--- config.mk ---
export PLATFORM = sky130hd
export DESIGN_NAME = dma_dev2mem
export DESIGN_NICKNAME = d
export VERILOG_FILES = /design/src/rtl/dma_pkg.sv /design/src/rtl/dma_cfg_regs.sv /design/src/rtl/dma_byte_latch.sv /design/src/rtl/dma_xfer_fsm.sv /design/src/rtl/dma_dev2mem.sv
export SDC_FILE = /design/constraint.sdc
export NUM_CORES = 1
export LEC_CHECK = 0
export CORE_MARGIN = 2
export CORE_UTILIZATION = 25
export CTS_BUF_LIST = sky130_fd_sc_hd__clkbuf_2 sky130_fd_sc_hd__clkbuf_4 sky130_fd_sc_hd__clkbuf_8
export DETAILED_ROUTE_END_ITERATION = 8
export DONT_BUFFER_PORTS = 1
export SYNTH_ARGS = -nofsm -noshare
export SYNTH_HDL_FRONTEND = slang
export SYNTH_HIERARCHICAL = 1
export SYNTH_SLANG_ARGS = --single-unit
--- constraint.sdc ---
create_clock -name clk -period 4.45 [get_ports clk]
set_clock_uncertainty 0.15 [all_clocks]
set_input_delay 0.89 -clock clk [delete_from_list [all_inputs] [get_ports clk]]
set_output_delay 0.89 -clock clk [all_outputs]
set_load 0.1 [all_outputs]
--- src/rtl/dma_pkg.sv ---
package dma_pkg;

    typedef enum logic [1:0] {
        XS_IDLE  = 2'd0,
        XS_POLL  = 2'd1,
        XS_STORE = 2'd2
    } xfer_state_e;

    localparam logic [1:0] SEL_LEN  = 2'd0;
    localparam logic [1:0] SEL_DEST = 2'd1;
    localparam logic [1:0] SEL_CTRL = 2'd2;

    localparam int CTRL_GO_BIT  = 0;
    localparam int CTRL_CLR_BIT = 1;

    typedef struct packed {
        logic go;
        logic clr;
    } ctrl_cmd_t;

    function automatic ctrl_cmd_t decode_ctrl(input logic we, input logic [1:0] sel,
                                              input logic go_b, input logic clr_b);
        ctrl_cmd_t c;
        c.go  = we && (sel == SEL_CTRL) && go_b;
        c.clr = we && (sel == SEL_CTRL) && clr_b;
        return c;
    endfunction

endpackage

--- src/rtl/dma_cfg_regs.sv ---
module dma_cfg_regs
    import dma_pkg::*;
#(
    parameter int AW = 32,
    parameter int CW = 16
) (
    input  logic          clk,
    input  logic          rst,
    input  logic          cfg_we,
    input  logic [1:0]    cfg_sel,
    input  logic [AW-1:0] cfg_wdata,
    input  logic          done_set,
    output logic [CW-1:0] len_q,
    output logic [AW-1:0] dest_q,
    output ctrl_cmd_t     cmd,
    output logic          done_q
);

    assign cmd = decode_ctrl(cfg_we, cfg_sel, cfg_wdata[CTRL_GO_BIT], cfg_wdata[CTRL_CLR_BIT]);

    always_ff @(posedge clk) begin
        if (rst) begin
            len_q  <= '0;
            dest_q <= '0;
        end else if (cfg_we) begin
            if (cfg_sel == SEL_LEN)  len_q  <= cfg_wdata[CW-1:0];
            if (cfg_sel == SEL_DEST) dest_q <= cfg_wdata;
        end
    end

    // set has priority over a software clear in the same cycle
    always_ff @(posedge clk) begin
        if (rst)           done_q <= 1'b0;
        else if (done_set) done_q <= 1'b1;
        else if (cmd.clr)  done_q <= 1'b0;
    end

endmodule

--- src/rtl/dma_byte_latch.sv ---
module dma_byte_latch #(
    parameter int DW = 8
) (
    input  logic          clk,
    input  logic          rst,
    input  logic          cap,
    input  logic [DW-1:0] din,
    output logic [DW-1:0] dout
);

    always_ff @(posedge clk) begin
        if (rst)      dout <= '0;
        else if (cap) dout <= din;
    end

endmodule

--- src/rtl/dma_xfer_fsm.sv ---
module dma_xfer_fsm
    import dma_pkg::*;
#(
    parameter int AW = 32,
    parameter int CW = 16
) (
    input  logic          clk,
    input  logic          rst,
    input  logic          go,
    input  logic [CW-1:0] len_q,
    input  logic [AW-1:0] dest_q,
    input  logic          dev_ready,
    input  logic          mem_ack,
    output logic          dev_rd,
    output logic          mem_req,
    output logic [AW-1:0] cur_addr,
    output logic          done_set,
    output logic          busy
);

    localparam logic [CW-1:0] LAST_ONE = CW'(1);
    localparam logic [AW-1:0] ADDR_STEP = AW'(1);

    xfer_state_e   state;
    logic [CW-1:0] remain;
    logic          start_ok;
    logic          zero_len;
    logic          last_ack;

    assign start_ok = (state == XS_IDLE) && go;
    assign zero_len = (len_q == '0);
    assign last_ack = (state == XS_STORE) && mem_ack && (remain == LAST_ONE);

    always_ff @(posedge clk) begin
        if (rst) begin
            state    <= XS_IDLE;
            remain   <= '0;
            cur_addr <= '0;
        end else begin
            unique case (state)
                XS_IDLE: begin
                    if (go) begin
                        remain   <= len_q;
                        cur_addr <= dest_q;
                        state    <= zero_len ? XS_IDLE : XS_POLL;
                    end
                end
                XS_POLL: begin
                    if (dev_ready) state <= XS_STORE;
                end
                XS_STORE: begin
                    if (mem_ack) begin
                        remain   <= remain - LAST_ONE;
                        cur_addr <= cur_addr + ADDR_STEP;
                        state    <= (remain == LAST_ONE) ? XS_IDLE : XS_POLL;
                    end
                end
                default: state <= XS_IDLE;
            endcase
        end
    end

    assign dev_rd   = (state == XS_POLL) && dev_ready;
    assign mem_req  = (state == XS_STORE);
    assign busy     = (state != XS_IDLE);
    assign done_set = (start_ok && zero_len) || last_ack;

endmodule

--- src/rtl/dma_dev2mem.sv ---
module dma_dev2mem
    import dma_pkg::*;
#(
    parameter int AW = 32,
    parameter int CW = 16,
    parameter int DW = 8
) (
    input  logic          clk,
    input  logic          rst,
    input  logic          cfg_we,
    input  logic [1:0]    cfg_sel,
    input  logic [AW-1:0] cfg_wdata,
    input  logic          dev_ready,
    input  logic [DW-1:0] dev_data,
    output logic          dev_rd,
    output logic          mem_req,
    output logic [AW-1:0] mem_addr,
    output logic [DW-1:0] mem_wdata,
    input  logic          mem_ack,
    output logic          busy,
    output logic          irq
);

    logic [CW-1:0] len_q;
    logic [AW-1:0] dest_q;
    ctrl_cmd_t     cmd;
    logic          done_set;

    dma_cfg_regs #(.AW(AW), .CW(CW)) regs_i (
        .clk(clk), .rst(rst), .cfg_we(cfg_we), .cfg_sel(cfg_sel), .cfg_wdata(cfg_wdata),
        .done_set(done_set), .len_q(len_q), .dest_q(dest_q), .cmd(cmd), .done_q(irq)
    );

    dma_xfer_fsm #(.AW(AW), .CW(CW)) fsm_i (
        .clk(clk), .rst(rst), .go(cmd.go), .len_q(len_q), .dest_q(dest_q),
        .dev_ready(dev_ready), .mem_ack(mem_ack), .dev_rd(dev_rd), .mem_req(mem_req),
        .cur_addr(mem_addr), .done_set(done_set), .busy(busy)
    );

    dma_byte_latch #(.DW(DW)) latch_i (
        .clk(clk), .rst(rst), .cap(dev_rd), .din(dev_data), .dout(mem_wdata)
    );

endmodule

Word-level counts from Yosys, hierarchy flattened
Cells that the tools add are included.
- bits in registers: 107
- input port bits: 47
- output and inout port bits: 44
- logic and storage cells: 50
- add/sub/neg operators: 2
- equal/unequal tests: 8
- multiplexer cells: 14
- reduce and logical (&&, ||, !) cells: 19
- operators by type and width (kind ; count):
    $mux 32 ; 2
    $pmux 32 s2 ; 1
    $add 32x1->32 const B ; 1
    $mux 16 ; 2
    $pmux 16 s2 ; 1
    $eq 16x1->1 const B ; 1
    $logic_not 16->1 ; 1
    $sub 16x1->16 const B ; 1
    $logic_and 1x1->1 ; 8
    $mux 2 ; 3
    $pmux 2 s3 ; 1
    $reduce_and 3->1 ; 2
    $reduce_bool 2->1 ; 3
    $eq 2x1->1 const B ; 2
    $eq 2x2->1 const B ; 2
    $logic_not 2->1 ; 2
    $mux 1 ; 4
    $ne 2x1->1 const B ; 2
    $reduce_and 2->1 ; 2
    $ne 2x2->1 const B ; 1
    $logic_or 1x1->1 ; 1

Longest topological paths before layout
- word-level depth: 7
- gate-level depth with buffers: 8
- mapped depth without buffers: 7

By module
Netlist, hierarchy kept.
- modules (own cells, without submodules) (module ; times used ; cells each ; area an instance (um2) ; sequential area each (um2)):
    dma_xfer_fsm ; 1 ; 438 ; 3179.3 ; 1001.0
    dma_cfg_regs ; 1 ; 199 ; 2114.5 ; 980.9
    dma_byte_latch ; 1 ; 26 ; 285.3 ; 160.2

Worst setup path before layout
OpenSTA, ideal clock, no wires.
- path kind: input to output
- start: in dev_ready
- end: out dev_rd
- data arrival time: 2.276 ns
- data required time: 3.410 ns
- setup slack: 1.134 ns
- stages on the path: 2
- path buffers: 0
- cell sequence: nand2_1 > nor2_1
- cells in the longest elaborated chain, start to end: 1
- RTL lines (element ; line ; text):
    start: declaration ; dma_dev2mem.sv:13 ; input logic dev_ready,
    $logic_and 1x1->1 ; dma_xfer_fsm.sv:63 ; assign dev_rd = (state == XS_POLL) && dev_ready;
    end: declaration ; dma_dev2mem.sv:15 ; output logic dev_rd,
No other way between the ends.

Final worst setup path
- start: reg fsm_i.state[0]
- end: out mem_req
- cells in the longest elaborated chain, start to end: 1
- RTL lines (element ; line ; text):
    start: declaration ; dma_xfer_fsm.sv:24 ; xfer_state_e state;
    start signal: assignment ; dma_xfer_fsm.sv:45 ; state <= zero_len ? XS_IDLE : XS_POLL;
    start signal: assignment ; dma_xfer_fsm.sv:55 ; state <= (remain == LAST_ONE) ? XS_IDLE : XS_POLL;
    $eq 2x2->1 ; dma_xfer_fsm.sv:64 ; assign mem_req = (state == XS_STORE);
    end: declaration ; dma_dev2mem.sv:16 ; output logic mem_req,
No other way between the ends.

==> key figures <==
Layout
  • Area growth from synthesis to layout: 10.8%
  • Diode count: 0
  • Fin util: 28.2%
  • Post-route cell area: 0.00618 mm2
  • Nets: 710
  • Share of cells above drive strength 1: 10.5%

Clock network
  • # resized after CTS: 0
  • Clock Path Buffers: 2
  • CTS Sinks: 107
  • # hold bufs at CTS: 0
  • CTS root buf: clkbuf_8
  • Post-CTS setup buffer count: 0
  • CTS tree: done
  • Later-pin clock latency in the skew report: 0.40 ns
  • Htree depth: 3
  • Clock transition at the registers of the reported paths: 0.10 ns
  • Total CTS buffers: 9

Logic synthesis
  • Synth unique cells: 61
  • Synthesized area: 0.00558 mm2
  • Top-area cell type share of the netlist area: 38.4%
  • Async SR Flop Fraction: 0%
  • Ys Warns: 6
  • Dominant cells by area after synthesis: dfxtp_1 (38%), mux2i_1 (11%), nand2b_1 (9.3%)
  • Number of synthesized flops with an enable pin: 0
  • Syn_area_per_cell: 8.41 um2
  • Post-Synthesis Cells: 663
  • Syn nets: 713
  • #FFs+latches synth: 107
  • Main synth FF type: dfxtp_1
  • Seq/Total Area, Yosys: 38.4%
  • Area leader, netlist: dfxtp_1

Routing
  • Drt pass-1 iters: 5
  • DRC viols: 0
  • DR iter-0 viols: 501
  • DR vias: 4934
  • Routed WL: 16.0 mm
  • Vias per cell: 5.22
  • Routed WL per cell: 16.9 um
  • Post-route ant nets: 0

Flow run
  • Max cap viols: 0

Critical path
  • RR Endpoint: fsm_i/cur_addr[18]
  • R2R setup slack: 1.80 ns
  • Worst setup EP type: primary output
  • Critical path class: reg2out
  • CP Data Required Time: 3.41 ns
  • Worst reg2reg path depth: 7
  • CP arrival: 1.66 ns
  • CP top delay family: buffers and inverters
  • CP Launch Point: fsm_i/state[0]
  • Critical Path Fanout Max: 25
  • Worst path slowest cell: inv_2
  • Crit path cell chain: nand2b_2 -> inv_2
  • RR Startpoint: fsm_i/cur_addr[0]
  • Critical path startpoint category: flip-flop
  • Largest stage delay on the critical path: 0.63 ns
  • Buffers and inverters on the worst path: 1

Power
  • Tot Pwr: 1.83 mW
  • Pwr dens: 296 mW/mm2
  • VDD IR max: 0.121 mV
  • P_leak: 2.10 nW

Timing
  • Setup TNS: 0 ns
  • Post-layout minimum cycle time: 2.70 ns
  • RSZ-0062 raised after global routing: false
  • Final cycle utilization of the critical path: 60.6%
  • Final setup violation count: 0
  • Slew headroom: 18.7%
  • Worst slew pin tran: 1.22 ns
  • Fmax: 0.371 GHz
  • Fin Hold WS: 0.328 ns
  • Final count of hold timing violations: 0
  • Fin. max-slew vios: 0

Global route
  • First-pass GRT wire length: 24.9 mm
  • Grt total ovfl: 0
  • Vias in the first global route: 4406
  • Initial antenna violation count: 0
  • Total global-route track usage: 13.2%
  • Largest net degree at the start of global routing: 143

Floorplanning
  • Ports: 91
  • Starting Density: 25.5%
  • Core Area: 0.0219 mm2
  • Die height: 153 um
  • Die width: 153 um
  • FP Rows: 54
  • Die Footprint: 0.0235 mm2

Worst hold path
  • Hold worst-path end: regs_i/dest_q[27]
  • Hold path depth: 2
  • Worst Hold Launch: regs_i/dest_q[27]
  • Worst Hold Class: reg2reg

Place
  • Routability Congestion: 0.872
  • PortBufs: 0
  • HPWL after detailed placement: 11.3 mm
  • Placed instance area: 0.00598 mm2

Status
  • Status: completed
-- synthesized netlist by cell type, types with 3 or more instances --
master       n
o41ai_1      3
buf_2        4
or3_1        4
inv_1        8
buf_6        5
mux2i_1     59
o21ai_0     30
clkbuf_1    38
and4_1       3
nand4_1     11
a21oi_1     42
nand3_1     22
dfxtp_1    107
nand4b_1     3
or2_2        3
nor3_1      14
and3_1       6
a311oi_1     3
a2bb2oi_1    4
nand2_1     41
o22ai_1      5
ha_1         3
nor4_1      16
nor2_1      56
or4_1        7
a22oi_1      5
nand2b_1    83
o21bai_1     3
a211oi_1    13
a31oi_1     12
o31ai_1      9
-- cell usage in the layout, fill, tap and decap left out, types with 3 or more instances in the layout --
cell,n
nand4_1,11
inv_1,7
nand2_1,41
a211oi_1,13
nor3_1,14
nand2b_1,82
a2bb2oi_1,4
o21bai_1,3
o21ai_0,30
clkbuf_8,9
mux2i_1,59
a311oi_1,3
ha_1,3
o41ai_1,3
buf_4,35
a31oi_1,12
nor4_1,16
or4_1,7
o31ai_1,9
nor2_1,54
and4_1,3
or2_2,3
a21oi_1,42
o22ai_1,5
nand3_1,22
a22oi_1,5
and3_1,6
nand4b_1,3
dfxtp_1,107
or3_1,4
-- where the power goes --
| part | switching, mW | internal (mW) | total, mW |
|---|---|---|---|
| combinational | 0.129 | 0.0656 | 0.195 |
| clock | 0.358 | 0.265 | 0.622 |
| sequential | 0.0309 | 0.983 | 1.01 |
| total | 0.518 | 1.31 | 1.83 |
-- worst max path at each step --
stage          depth (start not counted)            endpoint
3_5_place_dp                           5  fsm_i/cur_addr[18]
4_1_cts                                2             mem_req
2_1_floorplan                          2              dev_rd
3_3_place_gp                           5  fsm_i/cur_addr[29]
6_report                               2             mem_req
5_1_grt                                7  fsm_i/cur_addr[28]
-- flip-flops by register name, indices dropped and copies added, names as in the netlist --
name and flops:
fsm_i/cur_addr 32, fsm_i/state 2, regs_i/len_q 16, regs_i/done_q 1, regs_i/dest_q 32, fsm_i/remain 16, latch_i/dout 8
-- through the flow --
step,setup WS (ns),std cells
final,1.75,945
after global routing,1.50,945
after detailed placement,1.60,929
after CTS,1.74,945
after floorplan,1.13,663
after global placement,1.58,929
-- cell type report --
type / instances / area [um2]
clock buffers: 9 / 124
clock inverters: 7 / 75.1
fillers: 2359 / 15700
inverters: 8 / 30.0
multi-input cells: 499 / 3200
flip-flops and latches: 107 / 2140
well taps: 280 / 350
repair buffers: 35 / 263
-- logic make-up after synthesis --
family,count (synthesis),share of synthesized area [%]
flops,107,38.4
buf+inv,57,4.60
fa+ha+maj,3,0.673
mux,59,10.6
compound gates,151,17.3
simple gates,286,28.4
-- worst min-delay path, cell delays in order (launching register included) --
cell	delay, ns
dfxtp_1	0.31
nand2b_1	0.06
mux2i_1	0.06
-- routing by layer --
metal / track usage, % / vias to the layer above / routed length, um
met1: 19.6 / 2339 / 7910
li1: - / 2419 / -
met3: 3.46 / 15 / 1270
met4: 3.89 / 0 / 221
met2: 18.5 / 161 / 6570
met5: 0 / - / 0
(Power assumes the default switching activity.)
